===== config.mk =====
export PLATFORM = sky130hd
export DESIGN_NAME = opfetch_seq
export DESIGN_NICKNAME = d
export VERILOG_FILES = /design/src/rtl/opf_pkg.sv /design/src/rtl/opf_rst_sync.sv /design/src/rtl/opf_counters.sv /design/src/rtl/opf_ctrl.sv /design/src/rtl/opfetch_seq.sv
export SDC_FILE = /design/constraint.sdc
export NUM_CORES = 1
export LEC_CHECK = 0
export BUFFER_PORTS_ARGS = -buffer_cell sky130_fd_sc_hd__buf_2
export CAP_MARGIN = 5
export CORE_ASPECT_RATIO = 1.2
export CORE_UTILIZATION = 55
export DETAILED_ROUTE_END_ITERATION = 8
export PLACE_DENSITY = 0.87
export SYNTH_ARGS = -nofsm -noshare
export SYNTH_HDL_FRONTEND = slang
export SYNTH_HIERARCHICAL = 1
export SYNTH_SLANG_ARGS = --single-unit
export TNS_END_PERCENT = 30

===== constraint.sdc =====
create_clock -name clk -period 4.7 [get_ports clk]
set_clock_uncertainty 0.2 [all_clocks]
set_input_delay 0.235 -clock clk [delete_from_list [all_inputs] [get_ports clk]]
set_output_delay 0.235 -clock clk [all_outputs]
set_load 0.05 [all_outputs]

===== src/rtl/opf_pkg.sv =====
package opf_pkg;
  localparam logic [7:0] ESC_BIT = 8'hCB;
  localparam logic [7:0] ESC_IX  = 8'hDD;
  localparam logic [7:0] ESC_EXT = 8'hED;
  localparam logic [7:0] ESC_IY  = 8'hFD;

  typedef enum logic [2:0] {
    TBL_BASE  = 3'd0,
    TBL_BIT   = 3'd1,
    TBL_IX    = 3'd2,
    TBL_EXT   = 3'd3,
    TBL_IY    = 3'd4,
    TBL_IXBIT = 3'd5,
    TBL_IYBIT = 3'd6,
    TBL_NOP   = 3'd7
  } tbl_e;

  typedef enum logic [1:0] {
    ST_HEAD,
    ST_SECOND,
    ST_DISP,
    ST_TAIL
  } st_e;

  function automatic logic is_index_esc(input logic [7:0] b);
    return (b == ESC_IX) || (b == ESC_IY);
  endfunction
endpackage


===== src/rtl/opf_rst_sync.sv =====
module opf_rst_sync (
  input  logic clk,
  input  logic rst_n,
  output logic srst_n
);
  logic [1:0] sync_q;

  always_ff @(posedge clk or negedge rst_n) begin
    if (!rst_n) sync_q <= 2'b00;
    else        sync_q <= {sync_q[0], 1'b1};
  end

  assign srst_n = sync_q[1];
endmodule


===== src/rtl/opf_counters.sv =====
module opf_counters #(
  parameter int ADDR_W = 16,
  parameter int REF_W  = 7
) (
  input  logic              clk,
  input  logic              srst_n,
  input  logic              acc,
  input  logic              hold,
  input  logic              start,
  output logic [ADDR_W-1:0] pc,
  output logic [REF_W-1:0]  refr
);
  logic [ADDR_W-1:0] pc_q, pc_d;
  logic [REF_W-1:0]  ref_q, ref_d;
  logic              pc_en, ref_en;

  always_comb begin
    pc_en  = acc && !hold;
    ref_en = start;
    pc_d   = pc_q + ADDR_W'(1);
    ref_d  = ref_q + REF_W'(1);
  end

  always_ff @(posedge clk or negedge srst_n) begin
    if (!srst_n) begin
      pc_q  <= '0;
      ref_q <= '0;
    end else begin
      if (pc_en)  pc_q  <= pc_d;
      if (ref_en) ref_q <= ref_d;
    end
  end

  assign pc   = pc_q;
  assign refr = ref_q;
endmodule


===== src/rtl/opf_ctrl.sv =====
module opf_ctrl
  import opf_pkg::*;
#(
  parameter int DISP_W  = 16,
  parameter int CYC_W   = 4,
  parameter int PFX_CYC = 4,
  parameter int DBL_CYC = 8
) (
  input  logic              clk,
  input  logic              srst_n,
  input  logic              acc,
  input  logic [7:0]        byte_in,
  output logic              start,
  output logic              hold,
  output logic              dec_valid,
  output logic [2:0]        dec_table,
  output logic [7:0]        dec_opcode,
  output logic [DISP_W-1:0] dec_disp,
  output logic [CYC_W-1:0]  dec_cycles
);
  localparam int EXT_W = DISP_W - 8;

  st_e               st_q, st_d;
  tbl_e              pend_q, pend_d;
  logic [7:0]        dsp_q, dsp_d;
  logic              emit;
  tbl_e              emit_tbl;
  logic [7:0]        emit_op;
  logic [DISP_W-1:0] emit_disp;
  logic [CYC_W-1:0]  emit_cyc;
  logic              pend_idx;

  logic              val_q;
  tbl_e              tbl_q;
  logic [7:0]        op_q;
  logic [DISP_W-1:0] disp_q;
  logic [CYC_W-1:0]  cyc_q;

  assign pend_idx = (pend_q == TBL_IX) || (pend_q == TBL_IY);

  always_comb begin
    st_d      = st_q;
    pend_d    = pend_q;
    dsp_d     = dsp_q;
    emit      = 1'b0;
    emit_tbl  = TBL_BASE;
    emit_op   = byte_in;
    emit_disp = '0;
    emit_cyc  = '0;
    start     = 1'b0;
    hold      = 1'b0;
    if (acc) begin
      unique case (st_q)
        ST_HEAD: begin
          start = 1'b1;
          if (byte_in == ESC_BIT) begin
            pend_d = TBL_BIT;
            st_d   = ST_SECOND;
          end else if (byte_in == ESC_EXT) begin
            pend_d = TBL_EXT;
            st_d   = ST_SECOND;
          end else if (byte_in == ESC_IX) begin
            pend_d = TBL_IX;
            st_d   = ST_SECOND;
          end else if (byte_in == ESC_IY) begin
            pend_d = TBL_IY;
            st_d   = ST_SECOND;
          end else begin
            emit = 1'b1;
          end
        end
        ST_SECOND: begin
          if (pend_idx && is_index_esc(byte_in)) begin
            emit     = 1'b1;
            emit_tbl = TBL_NOP;
            emit_op  = 8'h00;
            emit_cyc = CYC_W'(PFX_CYC);
            hold     = 1'b1;
            st_d     = ST_HEAD;
          end else if (pend_idx && (byte_in == ESC_BIT)) begin
            pend_d = (pend_q == TBL_IX) ? TBL_IXBIT : TBL_IYBIT;
            st_d   = ST_DISP;
          end else begin
            emit     = 1'b1;
            emit_tbl = pend_q;
            emit_cyc = CYC_W'(PFX_CYC);
            st_d     = ST_HEAD;
          end
        end
        ST_DISP: begin
          dsp_d = byte_in;
          st_d  = ST_TAIL;
        end
        ST_TAIL: begin
          emit      = 1'b1;
          emit_tbl  = pend_q;
          emit_cyc  = CYC_W'(DBL_CYC);
          emit_disp = {{EXT_W{dsp_q[7]}}, dsp_q};
          st_d      = ST_HEAD;
        end
        default: st_d = ST_HEAD;
      endcase
    end
  end

  always_ff @(posedge clk or negedge srst_n) begin
    if (!srst_n) begin
      st_q   <= ST_HEAD;
      pend_q <= TBL_BASE;
      dsp_q  <= '0;
      val_q  <= 1'b0;
      tbl_q  <= TBL_BASE;
      op_q   <= '0;
      disp_q <= '0;
      cyc_q  <= '0;
    end else begin
      st_q   <= st_d;
      pend_q <= pend_d;
      dsp_q  <= dsp_d;
      val_q  <= emit;
      if (emit) begin
        tbl_q  <= emit_tbl;
        op_q   <= emit_op;
        disp_q <= emit_disp;
        cyc_q  <= emit_cyc;
      end
    end
  end

  assign dec_valid  = val_q;
  assign dec_table  = tbl_q;
  assign dec_opcode = op_q;
  assign dec_disp   = disp_q;
  assign dec_cycles = cyc_q;
endmodule


===== src/rtl/opfetch_seq.sv =====
module opfetch_seq #(
  parameter int ADDR_W  = 16,
  parameter int REF_W   = 7,
  parameter int DISP_W  = 16,
  parameter int CYC_W   = 4,
  parameter int PFX_CYC = 4,
  parameter int DBL_CYC = 8
) (
  input  logic              clk,
  input  logic              rst_n,
  input  logic              byte_valid,
  input  logic [7:0]        byte_data,
  output logic              byte_ready,
  output logic [ADDR_W-1:0] fetch_addr,
  output logic              dec_valid,
  output logic [2:0]        dec_table,
  output logic [7:0]        dec_opcode,
  output logic [DISP_W-1:0] dec_disp,
  output logic [CYC_W-1:0]  dec_cycles,
  output logic [REF_W-1:0]  refresh
);
  logic srst_n;
  logic rdy_q;
  logic acc;
  logic start;
  logic hold;

  opf_rst_sync u_rst (
    .clk    (clk),
    .rst_n  (rst_n),
    .srst_n (srst_n)
  );

  always_ff @(posedge clk or negedge srst_n) begin
    if (!srst_n) rdy_q <= 1'b0;
    else         rdy_q <= 1'b1;
  end

  assign byte_ready = rdy_q;
  assign acc        = byte_valid && rdy_q;

  opf_ctrl #(
    .DISP_W  (DISP_W),
    .CYC_W   (CYC_W),
    .PFX_CYC (PFX_CYC),
    .DBL_CYC (DBL_CYC)
  ) u_ctrl (
    .clk        (clk),
    .srst_n     (srst_n),
    .acc        (acc),
    .byte_in    (byte_data),
    .start      (start),
    .hold       (hold),
    .dec_valid  (dec_valid),
    .dec_table  (dec_table),
    .dec_opcode (dec_opcode),
    .dec_disp   (dec_disp),
    .dec_cycles (dec_cycles)
  );

  opf_counters #(
    .ADDR_W (ADDR_W),
    .REF_W  (REF_W)
  ) u_cnt (
    .clk    (clk),
    .srst_n (srst_n),
    .acc    (acc),
    .hold   (hold),
    .start  (start),
    .pc     (fetch_addr),
    .refr   (refresh)
  );
endmodule


# [After elaboration in Yosys (flattened, before gate mapping)]
# Cells that the tools add are included.
[totals] reg_bits=71 in_bits=11 out_inout_bits=56 word_cells=79
[op_classes] addsub=2 n_eq_ne=12 muxes=41 reduce_logical=12
[op_table] operator="$eq 8x8->1 const B" n=4
[op_table] operator="$mux 16" n=2
[op_table] operator="$mux 3" n=10
[op_table] operator="$mux 8" n=3
[op_table] operator="$add 16x1->16 const B" n=1
[op_table] operator="$mux 2" n=7
[op_table] operator="$mux 1" n=12
[op_table] operator="$pmux 3 s2" n=2
[op_table] operator="$mux 4" n=2
[op_table] operator="$pmux 2 s4" n=1
[op_table] operator="$pmux 4 s2" n=1
[op_table] operator="$add 7x1->7 const B" n=1
[op_table] operator="$ne 5x1->1 const B" n=1
[op_table] operator="$reduce_and 5->1" n=1
[op_table] operator="$eq 2x2->1 const B" n=2
[op_table] operator="$logic_and 1x1->1" n=4
[op_table] operator="$reduce_and 2->1" n=2
[op_table] operator="$eq 3x2->1 const B" n=1
[op_table] operator="$eq 3x3->1 const B" n=1
[op_table] operator="$pmux 1 s3" n=1
[op_table] operator="$eq 2x1->1 const B" n=1
[op_table] operator="$logic_not 2->1" n=1
[op_table] operator="$logic_or 1x1->1" n=2
[op_table] operator="$ne 2x1->1 const B" n=1
[op_table] operator="3 further kinds" n=3

# [Logic depth before layout (Yosys ltp)]
# Gate-level depths: netlist (run 1).
[logic_depth] word_depth=8 depth_mapped=9 depth_no_buf=8

# [Hierarchy]
# The synthesis (run 1) kept the hierarchy.
[by_module_without_submodules] mod="opf_ctrl" n_inst=1 cells_each=147 area_each_um2=1641.6 seq_area_each_um2=875.8
[by_module_without_submodules] mod="opf_counters" n_inst=1 cells_each=79 area_each_um2=996.0 seq_area_each_um2=575.6
[by_module_without_submodules] mod="opf_rst_sync" n_inst=1 cells_each=3 area_each_um2=53.8 seq_area_each_um2=50.0
[by_module_without_submodules] mod="opfetch_seq" n_inst=1 cells_each=3 area_each_um2=35.0 seq_area_each_um2=25.0

# [Worst setup path after synthesis (run 1)]
# No wires, ideal clock.
[synth_path] kind="flip-flop to flip-flop" from="reg rdy_q, in the netlist byte_ready" to="reg u_ctrl.pend_q[0]" setup_time_ps=128 t_arrival_ps=2214 required_time_ps=4372 path_slack_ps=2159 path_stages_with_launch=8 n_path_buf=1 cell_sequence="dfrtp_1 and2_1 buf_2 nor2b_1 nor2b_1 nand2b_1 o22ai_1 mux2_1"
[synth_via] elab_chain_cells=2
[synth_rtl] item="start: declaration" line="opfetch_seq.sv:23" rtl="logic rdy_q;"
[synth_rtl] item="start signal: assignment" line="opfetch_seq.sv:35" rtl="if (!srst_n) rdy_q <= 1'b0;"
[synth_rtl] item="start signal: assignment" line="opfetch_seq.sv:36" rtl="else rdy_q <= 1'b1;"
[synth_rtl] item="$logic_and 1x1->1" line="opfetch_seq.sv:40" rtl="assign acc = byte_valid && rdy_q;"
[synth_rtl] item="net acc" line="opfetch_seq.sv:24" rtl="logic acc;"
[synth_rtl] item="$reduce_and 5->1 (no source line)"
[synth_rtl] item="end signal: assignment" line="opf_ctrl.sv:118" rtl="pend_q <= pend_d;"
[synth_rtl] item="end: declaration" line="opf_ctrl.sv:24" rtl="tbl_e pend_q, pend_d;"
# The timed path passes the listed nets, and every way through them passes these cells.
# A chain may end at the register's enable or synchronous reset.

# [Worst setup path after layout (run 1)]
[layout_path] from="in byte_data[6]" to="reg u_ctrl.op_q[1], in the netlist u_ctrl/dec_opcode[1]"
[layout_via] elab_chain_cells=7 word_cells_on_any_way=18 cone_classes="eq/ne: 4; mux: 11; reduce/logical: 3"
[layout_rtl] item="start: declaration" line="opfetch_seq.sv:12" rtl="input logic [7:0] byte_data,"
[layout_rtl] item="$eq 8x8->1" line="opf_pkg.sv:26, opf_ctrl.sv:65"
[layout_rtl] item="$mux 1" line="opf_ctrl.sv:65" rtl="end else if (byte_in == ESC_IY) begin"
[layout_rtl] item="$mux 1" line="opf_ctrl.sv:62" rtl="end else if (byte_in == ESC_IX) begin"
[layout_rtl] item="$mux 1" line="opf_ctrl.sv:59" rtl="end else if (byte_in == ESC_EXT) begin"
[layout_rtl] item="$mux 1" line="opf_ctrl.sv:56" rtl="if (byte_in == ESC_BIT) begin"
[layout_rtl] item="$pmux 1 s3" line="opf_ctrl.sv:53" rtl="unique case (st_q)"
[layout_rtl] item="$mux 1" line="opf_ctrl.sv:52" rtl="if (acc) begin"
[layout_rtl] item="end signal: assignment" line="opf_ctrl.sv:123" rtl="op_q <= emit_op;"
[layout_rtl] item="end: declaration" line="opf_ctrl.sv:35" rtl="logic [7:0] op_q;"
# Parallel ways exist; a longest one is shown, timed or not.

==> impl_results.md, run 1 <==
* Setup tns final at 0 ps
* Via count of the first global-routing pass at 1891
* Most used standard cell by instance count after synthesis: dfrtp_1
* Clock-pin slew reported for the worst setup and hold paths after clock tree synthesis at 70 ps
* Worst setup path start: byte_data[6]
* Final hold violation count at 0
* RD Place Congestion at 0.914
* Starting DRT DRC Count at 74
* Length of the first detailed-routing pass in iterations at 5
* Number of cells on the worst reg-to-reg path at 6
* Timing-limited maximum frequency at 0.373 GHz
* MaxCap Viol Count at 0
* Number of buffers created by CTS at 9
* Worst-path maximum fanout at 19
* Worst path required time at 4720 ps
* Simple-Gate Fraction of Synth Area at 17.0%
* Total routed wirelength at 5100 microns
* Placed insts at 340
* Worst slack on hold paths at 24.0 ps
* Worst Path Class, Setup: in2reg
* Max-slew headroom at the worst pin at 52.1%
* H-tree level count at 3
* Mux share of post-synthesis cell area at 6.24%
* All-layer global routing usage at 21.5%
* Leakage power at 0.00168 uW
* Die span in x at 66.3 microns
* Pwr/cell area at 452 nW/um^2
* Number of standard cells in the layout, taps in and fillers out at 360
* Top cells by area in the synthesized netlist: dfrtp_1 (56%), xnor2_1 (5.1%), mux2_2 (4.1%), nand2_1 (3.0%), buf_4 (2.8%)
* Via density at 5.37
* Floorplan Core Area at 4660 sq um
* Capturing point of the worst reg2reg path: u_ctrl/pend_q[0]
* Endpoint of the most critical setup path: u_ctrl/dec_opcode[1]
* Initial Util at 58.5%
* Insertion delay to the later sink of the worst-skew pair at 320 ps
* Status: finished clean
* Sink count of the clock tree at 61
* Mapped cell area at 2730 sq um
* Main combinational cell family by area after synthesis: simple AND/OR/NAND/NOR gates
* Number of antenna violations at the first check in global routing at 0
* Hold Crit Start: byte_data[2]
* Area Overhead vs Synth at 19.0%
* Total congestion overflow after global routing at 0
* Warnings, synthesis at 6
* Die area at 5240 sq um
* Most numerous cell types in the synthesized netlist: dfrtp_1 (61), nand2_1 (22), xnor2_1 (16)
* Std cell rows at 27
* WL per Instance at 14.2 microns
* Number of I/O port buffers at 64
* Type of the tightest min-delay check: in2reg
* Remaining antenna violation count at 0
* Proportion of netlist area held by the largest area contributor at 56.0%
* Net count of the finished layout at 311
* # IOs at 67
* Number of design rule violations left after detail routing at 0
* Cell type contributing the most total cell area after synthesis: dfrtp_1
* Die Y-Extent at 79.1 microns
* Seq cells post-synth at 61
* Compound-gate portion of the synthesized area at 7.57%
* Instance count of the mapped netlist at 232
* Global-route wire length before repair at 8380 microns
* Share of the clock period used by the worst path after layout at 57.0%
* Unrepaired setup endpoints after global routing: no
* Part of the Yosys area used for sequential elements at 56.0%
* Slew Viols, Final at 0
* Clock Path Buffers at 2
* Number of vias after detailed routing at 1933
* Xor and xnor fraction of the mapped netlist area at 7.39%
* Kind of start point of the critical path: input pin
* Adder and majority gate portion of the synthesized area at 0.918%
* Final core utilization at 69.6%
* Arrival @ worst endpoint at 2700 ps
* Post-synthesis async set-or-reset flop share at 100%
* Layout cell share with drive strength beyond 1 at 32.8%
* Number of antenna cells inserted at 0
* CTS tree: done
* Reg2reg start: byte_ready
* Library cells used by synthesis at 45
* Most used flip-flop cell after synthesis: dfrtp_1
* Worst Max-Slew Pin Slew at 719 ps
* Clock root buffer: clkbuf_8
* Maximum number of pins on one net before global-route repair at 34
* Worst Setup End Kind: flip-flop
* Final setup violation count at 0
* Post-Synthesis Mean Instance Area at 11.8 sq um
* Number of enable flip-flop cells after synthesis at 0
* FF-to-FF setup slack at 2260 ps
* Worst voltage drop across the vdd grid at 0.431 mV
* Detailed Place HPWL at 3480 microns
* Post-layout min period at 2680 ps
-- layout by cell type (no fill, tap or decap), types with 3 or more instances in the layout --
cell type,netlist,layout
a21oi_1,3,3
a22o_1,8,8
and2_1,4,4
and3_1,5,5
buf_2,2,64
clkbuf_8,0,12
conb_1,3,4
dfrtp_1,61,60
dlygate4sd3_1,0,5
mux2_2,10,10
nand2_1,22,22
nand3_1,12,12
nand4_1,7,7
nor2_1,8,8
nor2b_1,5,5
nor3_1,3,3
o21ai_0,3,3
o21ai_1,8,8
xnor2_1,16,16
xor2_1,7,7
-- power by group --
part           leakage, uW  switching (uW)  total, uW  internal, uW
Sequential        0.000810            73.1        659           586
Clock            0.0000926             184        415           231
Combinational     0.000782             290        394           104
Total              0.00168             547       1470           921
-- sequential cells by signal (all words and copies together) (netlist names), named ones only --
signal,cells
byte_ready,1
u_cnt/pc,16
u_cnt/refr,7
u_ctrl/dec_cycles,2
u_ctrl/dec_disp,8
u_ctrl/dec_opcode,8
u_ctrl/dec_table,3
u_ctrl/dec_valid,1
u_ctrl/dsp_q,8
u_ctrl/pend_q,3
u_ctrl/st_q,1
u_rst/sync_q,2
-- routing by layer --
layer	vias up	wire (microns)	track usage [%]
met5	-	0	0
met4	0	104	10.9
met3	9	198	4.02
met2	43	2530	34.8
met1	955	2270	27.4
li1	926	-	-
-- critical path: stages --
cell	delay [ps]
dlygate4sd3_1	530
buf_2	120
nand4_1	250
nor2_1	240
a31o_2	330
and2_1	640
mux2_4	350
-- what timing repair did --
action	in CTS	in global routing
buffers inserted	0	0
resized for setup	0	0
endpoints found under the hold margin	10	0
endpoints found under the setup margin	0	0
hold buffers	5	0
-- metrics by stage --
| step | power, uW | area, sq um | setup slack, ps |
|---|---|---|---|
| final | 1470 | 3240 | 2020 |
| after global routing | 1540 | 3240 | 1840 |
| after CTS | 1480 | 3240 | 2070 |
| after detailed placement | 1060 | 3020 | 2100 |
| after global placement | 1050 | 3020 | 2220 |
| after floorplan | 963 | 2730 | 2160 |
-- how the worst min path moves through the flow --
stage | endpoint | cells after the start
after floorplan | u_rst/sync_q[0] | 0
after CTS | u_rst/sync_q[0] | 2
after detailed placement | u_rst/sync_q[0] | 1
after global placement | u_rst/sync_q[0] | 1
final | u_ctrl/dec_opcode[2] | 3
after global routing | u_rst/sync_q[0] | 2
-- layout make-up --
| type | count | area (sq um) |
|---|---|---|
| timing repair buffer | 70 | 378 |
| clock buffer | 14 | 173 |
| inverter | 2 | 7.51 |
| clock inverter | 1 | 5.00 |
| multi-input combinational | 154 | 1080 |
| fill | 346 | 1420 |
| tap | 58 | 72.6 |
| sequential | 61 | 1530 |
-- cell families after synthesis --
family | Yosys count
simple gates | 80
flops | 61
compound gates | 30
xor+xnor | 23
buf+inv | 18
mux | 15
other cells | 3
fa+ha+maj | 2
Note: power is estimated with default switching activity, not from simulation.
==> inputs of run 2 (changes only) <==
--- a/config.mk
+++ b/config.mk
@@ -8,9 +8,9 @@
 export BUFFER_PORTS_ARGS = -buffer_cell sky130_fd_sc_hd__buf_2
 export CAP_MARGIN = 5
 export CORE_ASPECT_RATIO = 1.2
-export CORE_UTILIZATION = 55
+export CORE_UTILIZATION = 53
 export DETAILED_ROUTE_END_ITERATION = 8
-export PLACE_DENSITY = 0.87
+export PLACE_DENSITY = 0.84
 export SYNTH_ARGS = -nofsm -noshare
 export SYNTH_HDL_FRONTEND = slang
 export SYNTH_HIERARCHICAL = 1
==> constraint.sdc (replaced) <==
create_clock -name clk -period 2.5 [get_ports clk]
set_clock_uncertainty 0.2 [all_clocks]
set_input_delay 0.125 -clock clk [delete_from_list [all_inputs] [get_ports clk]]
set_output_delay 0.125 -clock clk [all_outputs]
set_load 0.05 [all_outputs]
==> run 2 against run 1 <==
Net effect:
- critical path depth rose by 1
- design area grew 3.8%
- first-iteration DRC count rose by 55%
- sequential cell count is the same
- sequential share of layout area down 1.7 points
- global-route usage increased by 0.95 points
- largest power group unchanged
- routed wire length increased by 5.3%
- critical path type unchanged
- combinational power increased by 91%
- sequential power is 87% higher
- total power rose by 95%
- register-to-register slack got worse by 1900 ps
==> impl_results.md, run 2 (synthesis results as in run 1) <==
* Number of standard cells in the layout, taps in and fillers out at 373
* Net count of the finished layout at 322
* Number of vias after detailed routing at 1978
* Status: finished clean
* Detailed Place HPWL at 3830 microns
* Total area of multi-input combinational cells at 1080 sq um
* Starting DRT DRC Count at 115
* Register area at 1530 sq um
* Unrepaired setup endpoints after global routing: no
* Comb pwr share at 26.3%
* Via density at 5.30
* Worst-path maximum fanout at 13
* MaxCap Viol Count at 0
* Clock root buffer: clkbuf_8
* Most common cell after layout, fill and taps aside: buf_2
* Initial Util at 55.2%
* Number of antenna violations at the first check in global routing at 0
* Worst voltage drop across the vdd grid at 0.634 mV
* Layout cell share with drive strength beyond 1 at 33.9%
* Sink count of the clock tree at 61
* Total routed wirelength at 5360 microns
* All-layer global routing usage at 22.5%
* Largest register FFs at 16
* Number of design rule violations left after detail routing at 0
* Clk network pwr share at 30.5%
* WL per Instance at 14.4 microns
* Delay of the slowest cell on the worst path at 540 ps
* RD Place Congestion at 0.891
* Switching power at 1020 uW
* Buf+Inv Stages, Crit Path at 3
* Type of the tightest min-delay check: reg2async
* Area Overhead vs Synth at 23.5%
* Length of the first detailed-routing pass in iterations at 4
* Global-route wire length before repair at 8770 microns
* Total congestion overflow after global routing at 0
* Share of the clock period used by the worst path after layout at 88.0%
* Worst Setup End Kind: flip-flop
* Kind of cell adding the most delay to the critical path: buffers and inverters
* Maximum number of pins on one net before global-route repair at 25
* Slew Viols, Final at 0
* Kind of start point of the critical path: input pin
* Die span in x at 67.5 microns
* Post-layout min period at 2200 ps
* Worst path required time at 2570 ps
* Leakage power at 0.00174 uW
* Die area at 5440 sq um
* Arrival @ worst endpoint at 2270 ps
* Most frequent cells in the layout: buf_2 (64), dfrtp_1 (59), nand2_1 (22)
* Insertion delay to the later sink of the worst-skew pair at 330 ps
* H-tree level count at 3
* Number of antenna cells inserted at 0
* Reg2reg start: byte_ready
* Cell at the slowest stage of the critical path: dlygate4sd3_1
* Sequential share of power at 43.1%
* Timing-limited maximum frequency at 0.454 GHz
* Cell Chain, Critical Path: dlygate4sd3_1 > buf_2 > nand4_1 > nor2_1 > a31o_2 > and2_1 > buf_4 > a22o_1
* Number of I/O port buffers at 64
* Placed insts at 348
* # IOs at 67
* Setup tns final at 0 ps
* Clock-pin slew reported for the worst setup and hold paths after clock tree synthesis at 60 ps
* Remaining antenna violation count at 0
* Switching share of power at 35.6%
* Worst setup path start: byte_data[6]
* Number of buffers created by CTS at 9
* Final hold violation count at 0
* Std cell rows at 28
* Number of filler instances in the final layout at 357
* Worst Max-Slew Pin Slew at 509 ps
* Die Y-Extent at 80.6 microns
* Final setup violation count at 0
* Max-slew headroom at the worst pin at 66.1%
* Floorplan Core Area at 4940 sq um
* CTS tree: done
* Worst Path Class, Setup: in2reg
* Via count of the first global-routing pass at 1896
* Pwr/cell area at 850 nW/um^2
* Clock Path Buffers at 2
* Cell-internal power at 1850 uW
run 2: path summary, 6_finish.rpt:
check / endpoint / slack [ps] / cells past startpoint
min in group clk: u_rst/sync_q[1] / 160 / 0
hold / removal: u_cnt/pc[4] / 40 / 0
max in group asynchronous: u_ctrl/pend_q[1] / 1370 / 1
hold reg to reg: u_cnt/pc[4] / 40 / 0
setup / recovery: u_ctrl/dec_disp[0] / 300 / 8
setup reg to reg: u_cnt/pc[10] / 330 / 8
run 2: metal layers:
metal	routed length (microns)	share of wire, %	global-route usage [%]	vias up
li1	-	-	-	949
met2	2800	52	36.3	52
met5	0	0	0	-
met3	235	4.4	5.11	8
met1	2220	41	27.0	969
met4	102	1.9	12.6	0
run 2: per-stage QoR:
step	hold slack, ps	setup slack (ps)	utilization [%]	instance area [sq um]	power (uW)
finish	41.2	300	68.2	3370	2860
global placement	-291	427	62.1	3070	1980
floorplan	-371	87.8	-	2730	1810
detailed placement	-289	347	62.1	3070	2000
global route	90.5	145	68.2	3370	3000
CTS	63.3	320	68.2	3370	2900
run 2: worst reg2reg max path: cells and delay by family (launching register included):
kind / cells / cell delay [ps]
flip-flops: 1 / 390
XOR/XNOR: 1 / 140
buffers and inverters: 1 / 120
AND/OR/NAND/NOR: 6 / 1200
run 2: layout make-up:
class / instances / area share (%)
multi-input combinational: 154 / 32.1
clock inverter: 1 / 0.892
tap: 60 / 2.23
timing repair buffer: 81 / 14.0
sequential: 61 / 45.4
clock buffer: 14 / 5.13
inverter: 2 / 0.223
run 2: power by group through the flow:
| stage | Combinational (uW) | Clock, uW | Sequential (uW) |
|---|---|---|---|
| after CTS | 759 | 900 | 1240 |
| after detailed placement | 744 | 0 | 1260 |
| after floorplan | 187 | 0 | 1620 |
| final | 754 | 875 | 1230 |
| after global placement | 730 | 0 | 1250 |
| after global routing | 804 | 935 | 1260 |
run 2: repair_timing:
action                                  in CTS  in global routing
resized for setup                            0                  0
hold endpoints to repair                    18                  0
hold buffers                                10                  0
buffers inserted                             0                  0
endpoints found under the setup margin       0                  0
